$ cat src/rtl/udcnt_pkg.sv
package udcnt_pkg;

  // Strobes from a stage's control half to its datapath half.
  typedef struct packed {
    logic load;
    logic inc;
    logic dec;
  } udcnt_strobe_t;

endpackage

$ cat src/rtl/udcnt_ctrl.sv
module udcnt_ctrl
  import udcnt_pkg::*;
(
  input  logic          clr,
  input  logic          load,
  input  logic          upEn,
  input  logic          downEn,
  input  logic          allOnes,
  input  logic          allZero,
  output udcnt_strobe_t strb,
  output logic          ceoUp,
  output logic          ceoDn
);

  // A load overrides counting. When both enables are high, the stage holds.
  always_comb begin
    strb.load = load;
    strb.inc  = !load && upEn && !downEn;
    strb.dec  = !load && downEn && !upEn;
  end

  // The cascade enables are forced to their cleared levels while clr is high.
  assign ceoUp = allOnes && upEn && !clr;
  assign ceoDn = (allZero && downEn) || clr;

endmodule

$ cat src/rtl/udcnt_datapath.sv
module udcnt_datapath
  import udcnt_pkg::*;
#(
  parameter int WIDTH = 8
) (
  input  logic             clk,
  input  logic             clr,
  input  udcnt_strobe_t    strb,
  input  logic [WIDTH-1:0] loadData,
  output logic [WIDTH-1:0] q,
  output logic             allOnes,
  output logic             allZero
);

  localparam logic [WIDTH-1:0] ONE = WIDTH'(1);

  always_ff @(posedge clk or posedge clr) begin
    if (clr)            q <= '0;
    else if (strb.load) q <= loadData;
    else if (strb.inc)  q <= q + ONE;
    else if (strb.dec)  q <= q - ONE;
  end

  assign allOnes = &q;
  assign allZero = ~|q;

endmodule

$ cat src/rtl/udcnt_stage.sv
module udcnt_stage
  import udcnt_pkg::*;
#(
  parameter int WIDTH = 8
) (
  input  logic             clk,
  input  logic             clr,
  input  logic             load,
  input  logic [WIDTH-1:0] loadData,
  input  logic             upEn,
  input  logic             downEn,
  output logic [WIDTH-1:0] q,
  output logic             tcUp,
  output logic             tcDn,
  output logic             ceoUp,
  output logic             ceoDn
);

  udcnt_strobe_t strb;
  logic          allOnes;
  logic          allZero;

  udcnt_ctrl u_ctrl (
    .clr     (clr),
    .load    (load),
    .upEn    (upEn),
    .downEn  (downEn),
    .allOnes (allOnes),
    .allZero (allZero),
    .strb    (strb),
    .ceoUp   (ceoUp),
    .ceoDn   (ceoDn)
  );

  udcnt_datapath #(.WIDTH(WIDTH)) u_dp (
    .clk      (clk),
    .clr      (clr),
    .strb     (strb),
    .loadData (loadData),
    .q        (q),
    .allOnes  (allOnes),
    .allZero  (allZero)
  );

  assign tcUp = allOnes;
  assign tcDn = allZero;

endmodule

$ cat src/rtl/udcnt_chain.sv
module udcnt_chain #(
  parameter int WIDTH  = 8,
  parameter int STAGES = 3
) (
  input  logic                      clk,
  input  logic                      clr,
  input  logic                      load,
  input  logic [STAGES*WIDTH-1:0]   loadData,
  input  logic                      upEn,
  input  logic                      downEn,
  output logic [STAGES*WIDTH-1:0]   count,
  output logic                      tcUp,
  output logic                      tcDn,
  output logic                      ceoUp,
  output logic                      ceoDn
);

  localparam int TOTAL_W = STAGES * WIDTH;

  logic [STAGES:0]   upLink;
  logic [STAGES:0]   dnLink;
  logic [STAGES-1:0] tcUpVec;
  logic [STAGES-1:0] tcDnVec;

  assign upLink[0] = upEn;
  assign dnLink[0] = downEn;

  // Each stage's cascade enables feed the enables of the stage above it.
  for (genvar s = 0; s < STAGES; s++) begin : g_stage
    udcnt_stage #(.WIDTH(WIDTH)) u_stage (
      .clk      (clk),
      .clr      (clr),
      .load     (load),
      .loadData (loadData[s*WIDTH +: WIDTH]),
      .upEn     (upLink[s]),
      .downEn   (dnLink[s]),
      .q        (count[s*WIDTH +: WIDTH]),
      .tcUp     (tcUpVec[s]),
      .tcDn     (tcDnVec[s]),
      .ceoUp    (upLink[s+1]),
      .ceoDn    (dnLink[s+1])
    );
  end

  assign tcUp  = &tcUpVec;
  assign tcDn  = &tcDnVec;
  assign ceoUp = upLink[STAGES];
  assign ceoDn = dnLink[STAGES];

  initial begin
    if (TOTAL_W < 1) $error("udcnt_chain: empty counter");
  end

endmodule

$ cat config.mk
export PLATFORM = sky130hd
export DESIGN_NAME = udcnt_chain
export DESIGN_NICKNAME = d
export VERILOG_FILES = /design/src/rtl/udcnt_pkg.sv /design/src/rtl/udcnt_ctrl.sv /design/src/rtl/udcnt_datapath.sv /design/src/rtl/udcnt_stage.sv /design/src/rtl/udcnt_chain.sv
export SDC_FILE = /design/constraint.sdc
export NUM_CORES = 1
export LEC_CHECK = 0
export BUFFER_PORTS_ARGS = -buffer_cell sky130_fd_sc_hd__buf_2
export CORE_MARGIN = 2
export CORE_UTILIZATION = 35
export DETAILED_ROUTE_END_ITERATION = 12
export SLEW_MARGIN = 5
export SYNTH_ARGS = -nofsm -noshare
export SYNTH_HDL_FRONTEND = slang
export SYNTH_SLANG_ARGS = --single-unit
$ cat constraint.sdc
create_clock -name clk -period 2.95 [get_ports clk]
set_clock_uncertainty 0.2 [all_clocks]
set_input_delay 0.59 -clock clk [delete_from_list [all_inputs] [get_ports clk]]
set_output_delay 0.59 -clock clk [all_outputs]
set_load 0.03 [all_outputs]
### Word-level counts from Yosys, hierarchy flattened

Index checks and enable logic that the tools add are counted.

* register bits: 24
* input port bits: 29
* output and inout bits: 28

* $add $sub $neg: 6
* muxes and demuxes: 9
* reductions and logical operators: 46

Operators by type and width (count)
* $mux 8: 9
* $add 8x1->8 const B: 3
* $reduce_and 24->1: 1
* $reduce_and 8->1: 3
* $reduce_or 8->1: 3
* $sub 8x1->8 const B: 3
* $logic_and 1x1->1: 21
* $logic_not 1->1: 11
* $reduce_bool 3->1: 3
* $logic_or 1x1->1: 3
* $reduce_and 3->1: 1

### Longest topological paths before layout

* depth after elaboration: 11
* mapped depth: 11
* mapped depth without buffers: 11

### Modules after synthesis

From an unflattened synthesis, not the netlist that was laid out.

* cell total of the unflattened synthesis: 256
* area total of the unflattened synthesis: 2263.4 um^2

Modules (own cells, without submodules)
* udcnt_datapath at g_stage[0].u_stage.u_dp ...: times used 2, cells each 78, area an instance 694.4 um^2, seq. area each 200.2 um^2
* udcnt_datapath at g_stage[2].u_stage.u_dp: times used 1, cells each 83, area an instance 711.9 um^2, seq. area each 200.2 um^2
* udcnt_ctrl: times used 3, cells each 5, area an instance 50.0 um^2, seq. area each 0.0 um^2
* udcnt_chain: times used 1, cells each 2, area an instance 12.5 um^2, seq. area each 0.0 um^2

### Worst setup path after synthesis

No wires, ideal clock.

* path type: reg2out
* start point: register g_stage[0].u_stage.u_dp.q[0]
* end point: output ceoUp
* arrival time: 2681 ps
* required time: 2160 ps
* path slack: -521 ps
* cell stages (with the launch flop): 5
* path through: dfrtp_1 nand4_1 or3_4 nor4_1 and3_2

* longest elaborated chain between the ends: 7

Ends and longest elaborated chain
* start, declared: line udcnt_datapath.sv:10 `output logic [WIDTH-1:0] q,`
* start signal, assigned: line udcnt_datapath.sv:19 `else if (strb.load) q <= loadData;`
* start signal, assigned: line udcnt_datapath.sv:20 `else if (strb.inc) q <= q + ONE;`
* start signal, assigned: line udcnt_datapath.sv:21 `else if (strb.dec) q <= q - ONE;`
* $reduce_and 8->1: line udcnt_datapath.sv:24 `assign allOnes = &q;`
* $logic_and 1x1->1 (6 in a row): line udcnt_ctrl.sv:23 `assign ceoUp = allOnes && upEn && !clr;`
* end, declared: line udcnt_chain.sv:14 `output logic ceoUp,`

No other way between the ends.

### Worst setup path after layout

* start point: register g_stage[0].u_stage.u_dp.q[5]
* end point: register g_stage[2].u_stage.u_dp.q[6]

* longest elaborated chain between the ends: 10

Ends and longest elaborated chain
* $reduce_or 8->1: line udcnt_datapath.sv:25 `assign allZero = ~|q;`
* $logic_not 1->1: line udcnt_datapath.sv:25
* $logic_and 1x1->1: line udcnt_ctrl.sv:24 `assign ceoDn = (allZero && downEn) || clr;`
* $logic_or 1x1->1: line udcnt_ctrl.sv:24
* $logic_and 1x1->1: line udcnt_ctrl.sv:24
* $logic_or 1x1->1: line udcnt_ctrl.sv:24
* $logic_not 1->1: line udcnt_ctrl.sv:18 `strb.inc = !load && upEn && !downEn;`
* $logic_and 1x1->1: line udcnt_ctrl.sv:18
* $mux 8: line udcnt_datapath.sv:20
* $mux 8: line udcnt_datapath.sv:19
* end signal, assigned: line udcnt_datapath.sv:19
* end signal, assigned: line udcnt_datapath.sv:20
* end signal, assigned: line udcnt_datapath.sv:21
* end, declared: line udcnt_datapath.sv:10

Parallel ways exist; a longest one is shown, timed or not.
A chain may end at the register's enable or synchronous reset.

==> flow_metrics.py <==
metrics = {
    "status": {
        "status": "finished clean",
    },
    "sta": {
        "slew_violations": 0,
        "rsz0062_at_grt": "true",
        "fin_crit_ns": 2.890,
        "setup_ws_ns": 0.05960,
        "worst_slew_pin_slew_ns": 0.5515,
        "hold_viol_final": 0,
        "fin_crit_sh_pct": 97.98,
        "fmax_mhz": 346.0,
        "slew_headroom_pct": 62.97,
        "finalSetupViolCount": 0,
    },
    "global_route": {
        "track_usage_pct": 18.26,
        "grt_max_degree": 47,
        "grt_pass1_wl_um": 9584,
        "globalRoute.totalOverflow": 0,
        "grt_pass1_vias": 2080,
        "antenna_found_initial": 0,
    },
    "clocking": {
        "ctsHoldBuffers": 0,
        "htree_num_levels": 1,
        "root_buffer": "clkbuf_8",
        "clock_path_buffers": 2,
        "clk_latency_ns": 0.27,
        "cts-buffers-inserted": 3,
        "numClockSinks": 24,
        "cts_tree": "built",
        "path_clk_slew_ns": 0.09,
    },
    "setup_path": {
        "r2r-start": "g_stage[0].u_stage.u_dp.q[5]",
        "arrival_ns": 2.86,
        "end_kind": "flop",
        "worstPathCellList": "nand4_1 -> or4_4 -> nor2_4 -> inv_4 -> fa_2 -> a21o_1 -> a211oi_2 -> o21bai_1 -> xnor2_1 -> o21ai_1 -> mux2_2",
        "path_class": "reg2reg",
        "worstSetupStartpointType": "flop",
        "ff2ff_path_depth": 11,
        "reg2reg_slack_ns": 0.06,
        "critPathRequiredTime_ns": 2.92,
        "cp_slowest_cell": "or4_4",
        "cpPeakStageDelay_ns": 0.49,
        "cp_max_fo": 7,
        "r2r_end": "g_stage[2].u_stage.u_dp.q[6]",
    },
    "logic_synthesis": {
        "yosysSeqAreaShare_pct": 28.14,
        "synth_nets": 292,
        "synth_edf_count": 0,
        "ys.flop_type": "dfrtp_1",
        "synth_seq_cells": 24,
        "avgSynthCellArea_um2": 8.857,
        "syn_area_um2": 2135,
        "async_flop_share_pct": 100.0,
        "synth_warnings": 0,
        "yosysUniqueCellTypes": 47,
        "syn_inst": 241,
    },
    "final_layout": {
        "layout_common_cells": "56 x buf_2, 55 x buf_4, 26 x nand2_1, 19 x a21oi_1, 18 x o21ai_0",
        "largest_reg_flops": 24,
        "final_util_pct": 51.63,
        "drive_gt1_share_pct": 45.27,
        "area_delta_synth_final_pct": 43.20,
        "nNetsFinal": 401,
        "n_antenna_cell": 0,
        "top_regs": "g_stage.u_stage.u_dp.q (24)",
        "top_register": "g_stage.u_stage.u_dp.q",
        "layout_commonest_cell": "buf_2",
    },
    "die": {
        "die_area_um2": 6740,
        "pin_count": 57,
        "core_area_um2": 5921,
        "num_rows": 28,
        "start_util_pct": 36.05,
        "die_y_um": 82.10,
        "die_w_um": 82.10,
    },
    "place": {
        "port_buffers": 56,
        "pre_cts_ws_ns": -0.2288,
        "post-dp-hpwl_um": 4627,
        "gp_congestion": 0.8315,
    },
    "routing": {
        "drt_first_iter_violations": 38,
        "viasPerCell": 5.054,
        "num_vias": 2143,
        "drc": 0,
        "wirelength_um": 5806,
        "dr.pass1.iters": 4,
        "avgRoutedWirePerCell_um": 13.69,
        "ant_nets": 0,
    },
    "power_and_ir_drop": {
        "ir_worst_vdd_uv": 427.3,
        "p_leak_uw": 0.001421,
        "power_density_nw_per_um2": 708.4,
    },
    "run": {
        "drv_cap": 0,
    },
    "min_path": {
        "hold_class": "in2async",
    },
}
## repair_timing
item,in CTS,in global routing
buffers inserted,1,1
endpoints found under the hold margin,0,0
pin swaps,2,7
resized for setup,0,7
endpoints found under the setup margin,3,8
## worst max-delay path by stage
stage / start / endpoint / slack (ns)
2_1_floorplan: g_stage[1].u_stage.u_dp.q[3] / g_stage[2].u_stage.u_dp.q[6] / -0.02
3_3_place_gp: clr / g_stage[2].u_stage.u_dp.q[6] / -0.20
3_5_place_dp: clr / g_stage[1].u_stage.u_dp.q[7] / -0.23
4_1_cts: g_stage[0].u_stage.u_dp.q[5] / g_stage[1].u_stage.u_dp.q[7] / 0.02
5_1_grt: g_stage[0].u_stage.u_dp.q[5] / g_stage[2].u_stage.u_dp.q[6] / -0.05
6_report: g_stage[0].u_stage.u_dp.q[5] / g_stage[2].u_stage.u_dp.q[6] / 0.06
## cells in the mapped netlist (3+ instances only)
cell / n / area (um2)
a21o_1: 8 / 60.06
a211oi_1: 4 / 30.03
o21ai_0: 19 / 95.09
mux2_2: 8 / 90.09
nor2_1: 17 / 63.81
mux2i_1: 7 / 70.07
nand3_1: 3 / 15.01
clkbuf_1: 5 / 18.77
nand4_1: 8 / 50.05
dfrtp_1: 24 / 600.6
inv_1: 5 / 18.77
a31oi_1: 5 / 31.28
xor2_1: 7 / 61.31
xnor2_1: 11 / 96.34
nor2b_1: 3 / 18.77
nor4_1: 6 / 37.54
nand2_1: 26 / 97.59
fa_1: 3 / 60.06
ha_1: 19 / 237.7
a21oi_1: 19 / 95.09
## final cells by class
class                      instances  area, um2
sequential                        24      610.6
clock buffer                       3      41.29
fill                             573       2864
timing repair buffer             111      693.2
inverter                           7      28.78
clock inverter                     1      30.03
multi-input combinational        203       1559
tap                               75      93.84
## cells by family (layout without fill, tap and decap cells)
| group | count (synthesis) | after routing | synth area share, % |
|---|---|---|---|
| AO/OA/AOI/OAI | 65 | 65 | 18.58 |
| XOR/XNOR | 18 | 18 | 7.386 |
| adder cells (fa/ha/maj) | 22 | 22 | 13.95 |
| buffers and inverters | 14 | 122 | 2.990 |
| flip-flops | 24 | 24 | 28.14 |
| multiplexers | 15 | 15 | 7.503 |
| AND/OR/NAND/NOR | 83 | 83 | 21.45 |
## critical path, delay by kind of cell, from the launching register on
| family | cells | cell delay (ns) |
|---|---|---|
| AOI/OAI and AO/OA | 4 | 0.56 |
| xor gates and xnor gates | 1 | 0.13 |
| adders and majority gates | 1 | 0.35 |
| buffers and inverters | 1 | 0.08 |
| DFF | 1 | 0.37 |
| muxes | 1 | 0.27 |
| and+or+nand+nor | 3 | 0.82 |
## power by group
| group | switching (uW) | internal (uW) |
|---|---|---|
| sequential | 95.1 | 422 |
| combinational | 717 | 628 |
| clock | 121 | 182 |
| total | 933 | 1230 |
## metal layers
layer  GRT usage [%]  up-vias  wire length [um]  share of wire, %
met2           31.71       30              2861                49
li1                -     1107                 -                 -
met4           4.500        0                62               1.1
met1           24.26     1002              2748                47
met5               0        -                 0                 0
met3           1.957        4               134               2.3
## per-stage QoR
| step | setup TNS (ns) | hold WS [ns] | power (uW) | instance area [um2] | cells |
|---|---|---|---|---|---|
| floorplan | -0.03644 | 0.4174 | 1354 | 2202 | 241 |
| global placement | -1.288 | 0.3991 | 1810 | 2935 | 418 |
| detailed placement | -1.541 | 0.4041 | 1824 | 2935 | 418 |
| CTS | 0 | 0.2959 | 2140 | 3014 | 423 |
| global route | -0.05767 | 0.3065 | 2350 | 3057 | 424 |
| finish | 0 | 0.2916 | 2165 | 3057 | 424 |
No activity file was read; power rests on OpenSTA's default activity.
